## src/rtl/irq_prio_pkg.sv

```systemverilog
`timescale 1ns/1ps
package irq_prio_pkg;
    localparam int PRIO_W = 4;
    localparam int DATA_W = 32;
    localparam int ADDR_W = 8;

    typedef logic [PRIO_W-1:0] prio_t;
    typedef logic [ADDR_W-1:0] addr_t;
    typedef logic [DATA_W-1:0] data_t;

    localparam prio_t PRIO_RESET = '1;
    localparam addr_t OFS_LEVEL  = 8'h08;
    localparam addr_t OFS_ACK    = 8'h10;
    localparam addr_t OFS_EOI    = 8'h18;

    // Decoded per-cycle events
    typedef struct packed {
        logic  ack;
        logic  eoi;
        logic  wr_level;
        prio_t wlevel;
    } evt_t;

    function automatic logic beats_mask(logic valid, prio_t pend, prio_t mask);
        return valid && (pend > mask);
    endfunction

    function automatic data_t widen(prio_t p);
        return {{(DATA_W-PRIO_W){1'b0}}, p};
    endfunction
endpackage

```

## src/rtl/irq_prio_decode.sv

```systemverilog
`timescale 1ns/1ps
module irq_prio_decode
    import irq_prio_pkg::*;
(
    input  logic  hw_mode_i,
    input  logic  hw_ack_i,
    input  logic  reg_rd_i,
    input  logic  reg_wr_i,
    input  addr_t reg_addr_i,
    input  data_t reg_wdata_i,
    output evt_t  evt_o
);
    logic sw_ack;
    logic wr_lvl_raw;

    always_comb begin
        sw_ack      = reg_rd_i && (reg_addr_i == OFS_ACK);
        wr_lvl_raw  = reg_wr_i && (reg_addr_i == OFS_LEVEL);
        evt_o.ack   = hw_mode_i ? hw_ack_i : sw_ack;
        evt_o.eoi   = reg_wr_i && (reg_addr_i == OFS_EOI);
        // acknowledge has priority over a direct level write
        evt_o.wr_level = wr_lvl_raw && !evt_o.ack;
        evt_o.wlevel   = reg_wdata_i[PRIO_W-1:0];
    end
endmodule

```

## src/rtl/irq_prio_lifo.sv

```systemverilog
`timescale 1ns/1ps
module irq_prio_lifo
    import irq_prio_pkg::*;
#(
    parameter int DEPTH = 15
) (
    input  logic  clk,
    input  logic  rst,
    input  logic  pop_i,
    input  logic  push_i,
    input  prio_t din_i,
    output prio_t top_o,
    output logic  empty_o,
    output logic  ovf_o,
    output logic  unf_o
);
    localparam int CNT_W = $clog2(DEPTH + 1);
    localparam logic [CNT_W-1:0] CNT_FULL = CNT_W'(DEPTH);

    prio_t            mem [DEPTH];
    logic [CNT_W-1:0] cnt_q;
    logic [CNT_W-1:0] cnt_after_pop;
    logic             do_pop;
    logic             do_push;

    always_comb begin
        do_pop        = pop_i && (cnt_q != '0);
        cnt_after_pop = cnt_q - CNT_W'(do_pop);
        do_push       = push_i && (cnt_after_pop != CNT_FULL);
        ovf_o         = push_i && !do_push;
        unf_o         = pop_i && (cnt_q == '0);
        empty_o       = (cnt_q == '0);
    end

    always_comb begin
        top_o = '0;
        for (int i = 0; i < DEPTH; i++) begin
            if (cnt_q == CNT_W'(i + 1)) top_o = mem[i];
        end
    end

    always_ff @(posedge clk) begin
        if (rst) cnt_q <= '0;
        else     cnt_q <= cnt_after_pop + CNT_W'(do_push);
    end

    generate
        for (genvar g = 0; g < DEPTH; g++) begin : g_slot
            always_ff @(posedge clk) begin
                if (rst)
                    mem[g] <= '0;
                else if (do_push && (cnt_after_pop == CNT_W'(g)))
                    mem[g] <= din_i;
            end
        end
    endgenerate
endmodule

```

## src/rtl/irq_prio_mask.sv

```systemverilog
`timescale 1ns/1ps
module irq_prio_mask
    import irq_prio_pkg::*;
#(
    parameter int STACK_DEPTH = 15
) (
    input  logic        clk,
    input  logic        rst,
    input  logic        pend_valid_i,
    input  logic [3:0]  pend_prio_i,
    input  logic        hw_mode_i,
    input  logic        hw_ack_i,
    input  logic        reg_rd_i,
    input  logic        reg_wr_i,
    input  logic [7:0]  reg_addr_i,
    input  logic [31:0] reg_wdata_i,
    output logic [31:0] reg_rdata_o,
    output logic        irq_o,
    output logic        err_o
);
    evt_t  evt;
    prio_t prio_q;
    prio_t prio_popped;
    prio_t prio_d;
    prio_t stk_top;
    logic  stk_empty;
    logic  stk_ovf;
    logic  stk_unf;
    logic  irq_q;
    logic  err_q;

    irq_prio_decode u_decode (
        .hw_mode_i   (hw_mode_i),
        .hw_ack_i    (hw_ack_i),
        .reg_rd_i    (reg_rd_i),
        .reg_wr_i    (reg_wr_i),
        .reg_addr_i  (reg_addr_i),
        .reg_wdata_i (reg_wdata_i),
        .evt_o       (evt)
    );

    // pop is applied before push; push data is the level after the pop
    irq_prio_lifo #(.DEPTH(STACK_DEPTH)) u_lifo (
        .clk     (clk),
        .rst     (rst),
        .pop_i   (evt.eoi),
        .push_i  (evt.ack),
        .din_i   (prio_popped),
        .top_o   (stk_top),
        .empty_o (stk_empty),
        .ovf_o   (stk_ovf),
        .unf_o   (stk_unf)
    );

    always_comb begin
        prio_popped = (evt.eoi && !stk_empty) ? stk_top : prio_q;
        if (evt.ack)
            prio_d = pend_prio_i;
        else if (evt.wr_level)
            prio_d = evt.wlevel;
        else
            prio_d = prio_popped;
    end

    always_ff @(posedge clk) begin
        if (rst) begin
            prio_q <= PRIO_RESET;
            irq_q  <= 1'b0;
            err_q  <= 1'b0;
        end else begin
            prio_q <= prio_d;
            irq_q  <= beats_mask(pend_valid_i, pend_prio_i, prio_d);
            err_q  <= err_q | stk_ovf | stk_unf;
        end
    end

    always_comb begin
        reg_rdata_o = '0;
        if (reg_rd_i) begin
            case (reg_addr_i)
                OFS_LEVEL: reg_rdata_o = widen(prio_q);
                OFS_ACK:   reg_rdata_o = widen(pend_prio_i);
                default:   reg_rdata_o = '0;
            endcase
        end
    end

    assign irq_o = irq_q;
    assign err_o = err_q;
endmodule

```

## config.mk

```make
export PLATFORM = sky130hd
export DESIGN_NAME = irq_prio_mask
export DESIGN_NICKNAME = d
export VERILOG_FILES = /design/src/rtl/irq_prio_pkg.sv /design/src/rtl/irq_prio_decode.sv /design/src/rtl/irq_prio_lifo.sv /design/src/rtl/irq_prio_mask.sv
export SDC_FILE = /design/constraint.sdc
export NUM_CORES = 1
export LEC_CHECK = 0
export CAP_MARGIN = 40
export CORE_UTILIZATION = 56
export CTS_CLUSTER_SIZE = 16
export DETAILED_ROUTE_END_ITERATION = 6
export MAX_ROUTING_LAYER = met4
export PLACE_DENSITY_LB_ADDON = 0.08
export SLEW_MARGIN = 0
export SYNTH_ARGS = -nofsm -noshare
export SYNTH_HDL_FRONTEND = slang
export SYNTH_HIERARCHICAL = 1
export SYNTH_SLANG_ARGS = --single-unit
```

## constraint.sdc

```tcl
create_clock -name clk -period 5.8 [get_ports clk]
set_clock_uncertainty 0.15 [all_clocks]
set_input_delay 1.16 -clock clk [delete_from_list [all_inputs] [get_ports clk]]
set_output_delay 1.16 -clock clk [all_outputs]
set_load 0.02 [all_outputs]
```

==> results of run 1 <==
## sequential cells by signal, indices dropped and copies added, names as in the netlist
signal	count
u_lifo/mem	60
u_lifo/cnt_q	4
irq_o	1
err_o	1
prio_q	4
## kinds of logic (layout without fill, tap and decap cells)
| group | count (synthesis) | count (layout) | synth area share, % |
|---|---|---|---|
| flip-flops | 70 | 70 | 46.38 |
| AND/OR/NAND/NOR | 171 | 171 | 21.91 |
| XOR/XNOR | 6 | 6 | 1.218 |
| AO/OA/AOI/OAI | 75 | 75 | 12.99 |
| other | 1 | 28 | 0.08687 |
| adder cells (fa/ha/maj) | 8 | 8 | 2.319 |
| buffers and inverters | 63 | 59 | 8.870 |
| multiplexers | 21 | 21 | 6.232 |
## layout by cell type (no fill, tap or decap), types with 9 or more instances in the layout
master | synthesis | final
and2_1 | 62 | 62
edfxtp_1 | 60 | 60
nor2_1 | 41 | 41
conb_1 | 1 | 28
clkdlybuf4s50_1 | 0 | 28
nand2_1 | 21 | 21
o21bai_1 | 15 | 15
nor2b_1 | 14 | 14
a21oi_1 | 13 | 13
mux2i_1 | 10 | 10
dfxtp_1 | 10 | 10
clkbuf_8 | 0 | 9
## worst reg2reg max path, stage by stage, from the launching register on
cell,delay [ns]
dfxtp_1,0.59
nor4_1,0.68
nor2b_1,0.13
ha_1,0.22
nor2b_1,0.18
xnor2_1,0.27
a2bb2oi_1,0.20
buf_4,0.19
o31a_1,0.14
ha_1,0.20
nand3b_1,0.11
xor2_1,0.15
o21ai_0,0.21
xnor2_1,0.14
nor2_1,0.05
## through the flow
| step | util, % | setup slack, ns | total power [mW] | cells | hold slack, ns |
|---|---|---|---|---|---|
| after floorplan | - | 1.453 | 0.6915 | 442 | 0.4355 |
| after global placement | 61.07 | 0.7693 | 0.7183 | 518 | 0.3273 |
| after detailed placement | 61.68 | 0.7325 | 0.7233 | 521 | 0.3383 |
| after CTS | 64.35 | 1.092 | 1.115 | 537 | 0.3576 |
| after global routing | 64.35 | 0.7328 | 1.154 | 537 | 0.3740 |
| final | 64.35 | 1.087 | 1.111 | 537 | 0.3502 |
## power by group through the flow
stage / registers [mW] / clock network, mW / logic [mW]
final: 0.578 / 0.398 / 0.135
after detailed placement: 0.589 / 0 / 0.134
after global routing: 0.580 / 0.425 / 0.148
after CTS: 0.578 / 0.403 / 0.135
after global placement: 0.590 / 0 / 0.129
after floorplan: 0.580 / 0 / 0.111
## area by class of cell
class,instances,area [sq um],share of cell area (%)
sequential,70,2002,42.22
tap,99,123.9,2.612
multi-input combinational,309,2038,42.98
inverter,9,33.78,0.7124
timing repair buffer,34,347.8,7.335
clock inverter,7,72.57,1.530
clock buffer,9,123.9,2.612
## layer usage
metal | GRT usage (%) | vias up | part of all wire [%]
li1 | - | 1466 | -
met4 | 10.79 | 0 | 2.9
met1 | 35.42 | 1487 | 46
met5 | - | - | 0
met2 | 38.08 | 155 | 44
met3 | 5.753 | 27 | 7.4
## final timing paths
path	startpoint	end	slack, ns	cells after the start
setup reg to reg	u_lifo/cnt_q[0]$_SDFF_PP0_	u_lifo/cnt_q[3]$_SDFF_PP0_	2.08	14
setup / recovery	reg_addr_i[1]	u_lifo/cnt_q[3]$_SDFF_PP0_	1.09	16
hold reg to reg	err_o$_SDFF_PP0_	err_o$_SDFF_PP0_	0.35	2
hold / removal	err_o$_SDFF_PP0_	err_o$_SDFF_PP0_	0.35	2
==> summary.md, run 1 <==
| Metric | Value |
|---|---|
| Clock share of power | between 30% and 40% |
| Total negative setup slack | 0 ns |
| Post-CTS Setup Bufs | 0 |
| FILL cells | slightly above 600 |
| Die area | slightly above 0.008 sq mm |
| DRT antenna net count | 0 |
| Startpoint class of the critical path | input port |
| Final min period | about 4.7 ns |
| Initial antenna violation count | 0 |
| Via count | approximately 3,100 |
| Syn Area/Cell | approximately 10 sq um |
| Per-cell routed wire length | roughly 18 microns |
| Status | completed |
| Critical path type | input port to register |
| Clk_lat worst skew | 0.35 ns |
| Worst Path Max Fanout | 8 |
| Via density | around 6 |
| Worst path max stage delay | between 0.5 and 0.6 ns |
| Crit share post-route | around four fifths |
| Root buffer cell | clkbuf_8 |
| RD Place Congestion | 0.8686 |
| Drt first pass iters | 5 |
| Ports | 85 |
| Cell Rows | 31 |
| Max Clk Rate | ~210 MHz |
| Drt drc | 0 |
| Die height | around 90 microns |
| Critical path endpoint category | register |
| Total Wirelength | 9.481 mm |
| CP arrival | approximately 4.8 ns |
| Post-CTS resize count | 0 |
| First-pass GRT wire length | between 15 and 20 mm |
| Pin slew with the least headroom to its limit | roughly 0.86 ns |
| Net switching power | 0.2929 mW |
| Final instance area | 0.004742 sq mm |
| Layout area overhead | 9.855% |
| Final number of hold-violating endpoints | 0 |
| Core ar. | approximately 0.0074 sq mm |
| RSZ-0062 raised after global routing | false |
| # setup viols final | 0 |
| Dpl cell area | approximately 0.0045 sq mm |
| Count of buffers from port buffering | 28 |
| Sequential power share | 52.0% |
| HP Class | register to register |
| Post-synth EDFFs | 60 |
| Critical path's top delay family | simple AND/OR/NAND/NOR gates |
| Synth area leaders | edfxtp_1, and2_1, buf_4, dfxtp_1, nor2_1 |
| Cell accounting for the most synthesized area | edfxtp_1 |
| Synth unique cells | between 60 and 70 |
| Gr usage total | 26.12% |
| Clock sink total | 70 |
| Net Sw Frac | 26.37% |
| HPWL after DPL | ~6.6 mm |
| Mapped Cells | 415 |
| Die X | 89.80 microns |
| Mapped Area | approximately 0.0043 sq mm |
| Async set-reset flop share out of synthesis | 0% |
| Synth Warn # | 6 |
| Number of global-route vias before repair | between 2,000 and 3,000 |
| Nets | 492 |
| 1st-iter DRT viols | ~460 |
| Internal Pwr Total | between 0.8 and 0.9 mW |
| TritonCTS buffer count | 9 |
| Relative slew slack | between 40% and 50% |
| Flops & latches, synth | 70 |
| Most common library cells after synthesis | and2_1, edfxtp_1, nor2_1, buf_4, nand2_1 |
| Worst-path cell chain | clkdlybuf4s50_1 -> or4_4 -> nor3_1 -> nor2b_1 -> ha_1 -> nor2b_1 -> xnor2_1 -> a2bb2oi_1 -> buf_4 -> o31a_1 -> ha_1 -> nand3b_1 -> xor2_1 -> o21ai_0 -> xnor2_1 -> nor2_1 |
| Max clock buf depth | 2 |
| Critical-path top delay cell | or4_4 |
| Antenna cells | 0 |
| Grt total ovfl | 0 |
| VDD IR max | around 140 uV |
| Ys flop type | edfxtp_1 |
| Sequential share of the synthesized area | a little under half |
| Post-synth top area share | about two fifths |
| Pleak | between 1.5 and 2 nW |
| Power per Cell Area | between 200 and 250 mW/mm^2 |
| H-tree levels | 3 |
| Initial Utilization | between 50% and 60% |
| CP bufs+invs | 2 |
| CTS tree | done |
| WP data required | 5.89 ns |
| Layout cells sized above 1 | ~10% |
| # hold bufs at CTS | 0 |
| Most common cell in the netlist | and2_1 |
| Max-Cap Viols | 0 |
| Largest net degree at the start of global routing | 29 |
| Clock transition at path regs | 0.08 ns |
| Slew Limit Fails | 0 |
| Comb power frac | around 12% |
(Power assumes the default switching activity.)
==> run 2, diff against run 1 <==
CORE_UTILIZATION = 47   (was 56)
clock period = 4.05 ns   (was 5.8 ns; I/O delays follow)
==> run 2 against run 1 <==
Net effect:
- the flow now finishes with violations (design-rule violations)
- clock-buffer cell count unchanged
- die area increased by 19%
- combinational power up 56%
- hold slack got worse by 0.018 ns
- critical endpoint is now u_lifo/cnt_q[2]$_SDFF_PP0_
==> summary.md, run 2 (synthesized netlist as in run 1, its figures left out) <==
| Metric | Value |
|---|---|
| Number of global-route vias before repair | just over 3,000 |
| Final instance area | around 0.005 sq mm |
| Final WS setup | 0.1725 ns |
| Critical path type | input port to register |
| Cell Rows | 34 |
| Pleak | 1.906 nW |
| Worst setup path start | reg_addr_i[1] |
| Reg2reg start | u_lifo/cnt_q[0]$_SDFF_PP0_ |
| Internal Pwr Total | 1.244 mW |
| FF/Latch Area | 0.002002 sq mm |
| Gr usage total | 23.67% |
| Worst path max stage delay | ~0.57 ns |
| RD Place Congestion | 0.8942 |
| Initial Utilization | roughly half |
| Comb power frac | roughly 13% |
| Power per Cell Area | around 330 mW/mm^2 |
| Post-CTS Setup Bufs | 0 |
| Max-Cap Viols | 0 |
| Status | finished with violations |
| Drt first pass iters | 7 |
| Reg2Reg Depth | 13 |
| Met1 GRT Util | 30.41% |
| Clock sink total | 70 |
| Layout cells sized above 1 | 16.06% |
| Post-route core utilization | a little under three fifths |
| Most common cell after layout, fill and taps aside | and2_1 |
| Most frequent CP cell | ha_1 |
| Post-CTS resize count | 0 |
| CP arrival | between 3 and 4 ns |
| Die area | about 0.0096 sq mm |
| Worst Path Max Fanout | 4 |
| Dpl cell area | about 0.0048 sq mm |
| Per-cell routed wire length | 17.87 microns |
| Startpoint class of the critical path | input port |
| Final min period | around 3.9 ns |
| Die height | 97.84 microns |
| Largest net degree at the start of global routing | 26 |
| FILL cells | roughly 770 |
| # hold bufs at CTS | 0 |
| Max clock buf depth | 2 |
| Met2 Use GR | 37.43% |
| Via density | 5.537 |
| Max Clk Rate | about 260 MHz |
| Clk_lat worst skew | between 0.3 and 0.4 ns |
| Worst slack, placed | -0.2631 ns |
| Clock transition at path regs | about 0.080 ns |
| DRT antenna net count | 0 |
| Max reg flops | 60 |
| Clock share of power | between 30% and 40% |
| Via count | 3,184 |
| Antenna cells | 0 |
| Setup crit end | u_lifo/cnt_q[2]$_SDFF_PP0_ |
| WP data required | about 4.2 ns |
| Critical-path top delay cell | or4_4 |
| Failing checks | design-rule violations |
| Pin slew with the least headroom to its limit | approximately 0.67 ns |
| 1st-iter DRT viols | between 200 and 300 |
| Relative slew slack | 54.98% |
| Sequential power share | 49.5% |
| Root buffer cell | clkbuf_8 |
| Slew Limit Fails | 0 |
| Ports | between 80 and 90 |
| Layout area overhead | 15.74% |
| Initial antenna violation count | 0 |
| HPWL after DPL | about 7.4 mm |
| First-pass GRT wire length | ~17 mm |
| Crit share post-route | a little over nine tenths |
| CTS tree | done |
| Top reg by flops | u_lifo/mem |
| Area of the multi-input gates | just over 0.002 sq mm |
| HP Class | register to register |
| Most Crowded Layer GR | met2 |
| Net Sw Frac | 25.41% |
| VDD IR max | 159.2 uV |
| Grt total ovfl | 0 |
| Overall Power | between 1.5 and 2 mW |
| Worst-path cell chain | clkdlybuf4s50_1 -> or4_4 -> nor3_2 -> nor2b_1 -> ha_1 -> ha_1 -> nand2b_1 -> a2bb2oi_2 -> o31a_1 -> ha_1 -> ha_1 -> xor2_1 -> xnor2_1 -> nor2_1 |
| Die X | 97.84 microns |
| # setup viols final | 0 |
| H-tree levels | 3 |
| R2r endpoint | u_lifo/cnt_q[3]$_SDFF_PP0_ |
| Nets | 521 |
| Drt drc | 26 |
| Net switching power | between 0.4 and 0.5 mW |
| TritonCTS buffer count | 9 |
| Final number of hold-violating endpoints | 0 |
| Register-to-register setup slack | approximately 0.67 ns |
| Critical path endpoint category | register |
| Core ar. | between 0.008 and 0.009 sq mm |
| Biggest regs | u_lifo/mem x60, prio_q x4, u_lifo/cnt_q x4 |
| Global routing usage on met3 | approximately 4.9% |
| Commonest non-fill, non-tap cells in the layout | and2_1, edfxtp_1, nor2_1 |
| Total Wirelength | 10.27 mm |
| Count of buffers from port buffering | 28 |
run 2: metal layers:
layer / vias to the layer above / wire length (microns)
li1: 1526 / -
met1: 1509 / 4581
met2: 133 / 4826
met3: 16 / 649
met4: 0 / 216
met5: - / 0
run 2: stage by stage:
| stage | hold WS [ns] | setup TNS, ns | std cells |
|---|---|---|---|
| floorplan | 0.4355 | 0 | 442 |
| global placement | 0.3064 | -0.5833 | 559 |
| detailed placement | 0.3175 | -1.065 | 559 |
| CTS | 0.3367 | 0 | 575 |
| global route | 0.3834 | -0.002670 | 575 |
| finish | 0.3318 | 0 | 575 |
run 2: worst max-delay path: cells and delay by family:
family	cells	cell delay (ns)
fa+ha+maj	4	0.83
buf+inv	1	0.43
compound gates	2	0.43
simple gates	5	1.17
xor+xnor	2	0.31
run 2: cell type report:
| cell class | count | share of cell area (%) |
|---|---|---|
| Tap cell | 108 | 2.705 |
| Inverter | 9 | 0.6762 |
| Clock buffer | 9 | 2.479 |
| Timing Repair Buffer | 63 | 11.12 |
| Multi-Input combinational cell | 309 | 41.02 |
| Clock inverter | 7 | 1.928 |
| Sequential cell | 70 | 40.07 |
run 2: worst min path at each step:
stage,startpoint,end,slack (ns),cells after the start
6_report,err_o$_SDFF_PP0_,err_o$_SDFF_PP0_,0.33,2
3_5_place_dp,err_o$_SDFF_PP0_,err_o$_SDFF_PP0_,0.32,2
2_1_floorplan,prio_q[0]$_SDFF_PP1_,prio_q[0]$_SDFF_PP1_,0.44,2
5_1_grt,err_o$_SDFF_PP0_,err_o$_SDFF_PP0_,0.38,2
4_1_cts,err_o$_SDFF_PP0_,err_o$_SDFF_PP0_,0.34,2
3_3_place_gp,err_o$_SDFF_PP0_,err_o$_SDFF_PP0_,0.31,2
run 2: power groups by stage:
| stage | sequential (mW) | clock, mW | combinational, mW |
|---|---|---|---|
| finish | 0.825 | 0.631 | 0.211 |
| global route | 0.829 | 0.672 | 0.230 |
| CTS | 0.825 | 0.641 | 0.211 |
| detailed placement | 0.841 | 0 | 0.210 |
| global placement | 0.840 | 0 | 0.207 |
| floorplan | 0.831 | 0 | 0.159 |
==> run 3, diff against run 2 <==
SYNTH_HIERARCHICAL = unset   (was 1)
==> run 3 against run 2 <==
Net effect:
- the flow now finishes without violations
- critical path type unchanged
- die area decreased by 2.8%
- register-to-register slack about the same
- flip-flop and latch count unchanged
- highest routed layer unchanged
- largest power group unchanged
- sequential share of layout area decreased by 0.44 points
- cell count increased by 7.7%
- combinational power increased by 2%
- clock-buffer cell count increased by 1
- non-clock buffer count increased by 14
- critical path depth increased by 2
- synthesized cell count increased by 5.8%
- first-iteration DRC count increased by 4.3%
- clock power decreased by 2%
==> summary.md, run 3 <==
| Metric | Value |
|---|---|
| Clk_lat worst skew | between 0.3 and 0.4 ns |
| Net Sw Frac | ~25% |
| Relative slew slack | between 50% and 60% |
| Internal Pwr Total | between 1 and 1.5 mW |
| Dpl cell area | about 0.0048 sq mm |
| Post-synth top area share | a little over two fifths |
| First-pass GRT wire length | roughly 17 mm |
| Synth area leaders | edfxtp_1, nor2_1, buf_4, dfxtp_1, nand2_1 |
| Initial antenna violation count | 0 |
| Cell Rows | 34 |
| # hold bufs at CTS | 0 |
| Max reg flops | 60 |
| Worst Path Max Fanout | 3 |
| Final WS setup | about 0.12 ns |
| Ys flop type | edfxtp_1 |
| Drt drc | 0 |
| # setup viols final | 0 |
| Biggest regs | u_lifo.mem x60, prio_q x4, u_lifo.cnt_q x4 |
| Hold_sp | err_o$_SDFF_PP0_ |
| Gr usage total | 26.13% |
| Most common cell after layout, fill and taps aside | nor2_1 |
| Status | completed |
| Synth Warn # | 0 |
| Commonest non-fill, non-tap cells in the layout | nor2_1, edfxtp_1, nand2_1 |
| Initial Utilization | around 48% |
| HPWL after DPL | 8.119 mm |
| Core ar. | a little under 0.009 sq mm |
| H-tree levels | 3 |
| Global routing usage on met3 | 3.678% |
| Max-Cap Viols | 0 |
| Crit share post-route | between 90% and 100% |
| Total Wirelength | between 10 and 15 mm |
| Grt total ovfl | 0 |
| Reg2Reg Depth | 13 |
| Mapped Area | 0.004192 sq mm |
| Hold WS | 0.3874 ns |
| Per-cell routed wire length | roughly 18 microns |
| Layout cells sized above 1 | between 10% and 20% |
| Root buffer cell | clkbuf_8 |
| Pleak | just over 2 nW |
| Final instance area | roughly 0.005 sq mm |
| Post-synth EDFFs | 60 |
| Die area | between 0.009 and 0.01 sq mm |
| Layout area overhead | 20.51% |
| WHS Endpoint | err_o$_SDFF_PP0_ |
| Mapped Cells | between 400 and 500 |
| Net switching power | between 0.4 and 0.5 mW |
| Ports | 85 |
| Count of buffers from port buffering | 28 |
| Total negative setup slack | 0 ns |
| Register-to-register setup slack | about 0.67 ns |
| FF/Latch Area | 0.002002 sq mm |
| Max Clk Rate | approximately 250 MHz |
| Met1 GRT Util | a little over a third |
| Worst setup path start | reg_addr_i[0] |
| Met2 Use GR | 40.25% |
| VDD IR max | about 210 uV |
| Reg2reg start | u_lifo.cnt_q[0]$_SDFF_PP0_ |
| DRT antenna net count | 0 |
| Slew Limit Fails | 0 |
| Critical path endpoint category | register |
| Die height | ~96 microns |
| Nets | between 500 and 600 |
| Sequential power share | 49.5% |
| Most common library cells after synthesis | nor2_1, edfxtp_1, nand2_1, buf_4, a21oi_1 |
| R2r endpoint | irq_o$_SDFF_PP0_ |
| Flops & latches, synth | 70 |
| Antenna cells | 0 |
| Number of global-route vias before repair | 3,229 |
| Startpoint class of the critical path | input port |
| Die X | ~96 microns |
| Cell accounting for the most synthesized area | edfxtp_1 |
| Final min period | slightly below 4 ns |
| CP arrival | 4.02 ns |
| Hold path depth | 2 |
| Max clock buf depth | 2 |
| Clock transition at path regs | ~0.080 ns |
| HP Class | register to register |
| FILL cells | about 780 |
| Power per Cell Area | about 330 mW/mm^2 |
| Clock share of power | a little under two fifths |
| Sequential share of the synthesized area | 47.76% |
| Most Crowded Layer GR | met2 |
| Clock sink total | 70 |
| Synth unique cells | 68 |
| Async set-reset flop share out of synthesis | 0% |
| 1st-iter DRT viols | 289 |
| Final number of hold-violating endpoints | 0 |
| Most common cell in the netlist | nor2_1 |
| Comb power frac | 13.0% |
| WP data required | 4.14 ns |
| Pin slew with the least headroom to its limit | a little under 0.7 ns |
| Top reg by flops | u_lifo.mem |
| Area of the multi-input gates | 0.001992 sq mm |
| Largest net degree at the start of global routing | 45 |
| RD Place Congestion | roughly 0.84 |
| Via count | about 3,500 |
| Via density | between 5 and 6 |
| Overall Power | 1.653 mW |
| Critical path type | input port to register |
| Worst slack, placed | -0.3804 ns |
| Syn Area/Cell | about 9.5 sq um |
| TritonCTS buffer count | 9 |
| Drt first pass iters | 5 |
| CTS tree | done |
## run 3: logic make-up after synthesis
family / Yosys count / share of synthesized area (%)
mux: 10 / 2.836
other cells: 1 / 0.08947
xor+xnor: 4 / 0.8360
fa+ha+maj: 8 / 2.388
flops: 70 / 47.76
buf+inv: 61 / 8.776
compound gates: 79 / 13.85
simple gates: 206 / 23.46
## run 3: how the worst max path moves through the flow
stage,endpoint,slack (ns),cells after the start
finish,u_lifo.cnt_q[3]$_SDFF_PP0_,0.12,16
global route,u_lifo.cnt_q[3]$_SDFF_PP0_,-0.03,16
CTS,u_lifo.cnt_q[3]$_SDFF_PP0_,0.04,16
detailed placement,u_lifo.cnt_q[2]$_SDFF_PP0_,-0.38,16
global placement,u_lifo.cnt_q[3]$_SDFF_PP0_,-0.33,16
floorplan,u_lifo.cnt_q[3]$_SDFF_PP0_,0.003,16
## run 3: area by class of cell
| type | instances | share of cell area, % |
|---|---|---|
| clock buffers | 10 | 2.527 |
| clock inverters | 6 | 1.684 |
| inverters | 13 | 0.9661 |
| multi-input cells | 335 | 39.44 |
| flip-flops and latches | 70 | 39.63 |
| well taps | 108 | 2.675 |
| repair buffers | 77 | 13.08 |
## run 3: repair_timing
item / in CTS / in global routing
pin swaps: 0 / 6
setup buffers: 0 / 1
gates resized for setup: 2 / 12
setup endpoints to repair: 2 / 18
gates cloned: 0 / 0
## run 3: critical path, cell delays in order
cell	delay, ns
clkdlybuf4s50_1	0.42
or4_4	0.57
nor3_4	0.20
and3b_2	0.26
ha_4	0.16
ha_4	0.14
nand2b_4	0.12
o21ai_1	0.08
a32o_2	0.24
a31oi_1	0.19
ha_2	0.23
nand3_2	0.10
xnor2_2	0.14
o32ai_2	0.15
xnor2_1	0.15
nor2_1	0.05
## run 3: metal layers
layer	wire length (microns)	part of all wire (%)
met2	5180	47
met5	0	0
met4	176	1.6
met3	613	5.6
met1	5020	46
## run 3: power by group through the flow
stage / clock [mW] / sequential, mW / combinational (mW)
floorplan: 0 / 0.830 / 0.149
global placement: 0 / 0.834 / 0.208
detailed placement: 0 / 0.835 / 0.210
CTS: 0.628 / 0.819 / 0.211
global route: 0.654 / 0.821 / 0.235
finish: 0.619 / 0.819 / 0.216
## run 3: through the flow
stage	utilization [%]	cells
global placement	54.87	602
global route	58.20	619
detailed placement	54.87	602
finish	58.20	619
CTS	57.34	618
floorplan	-	466
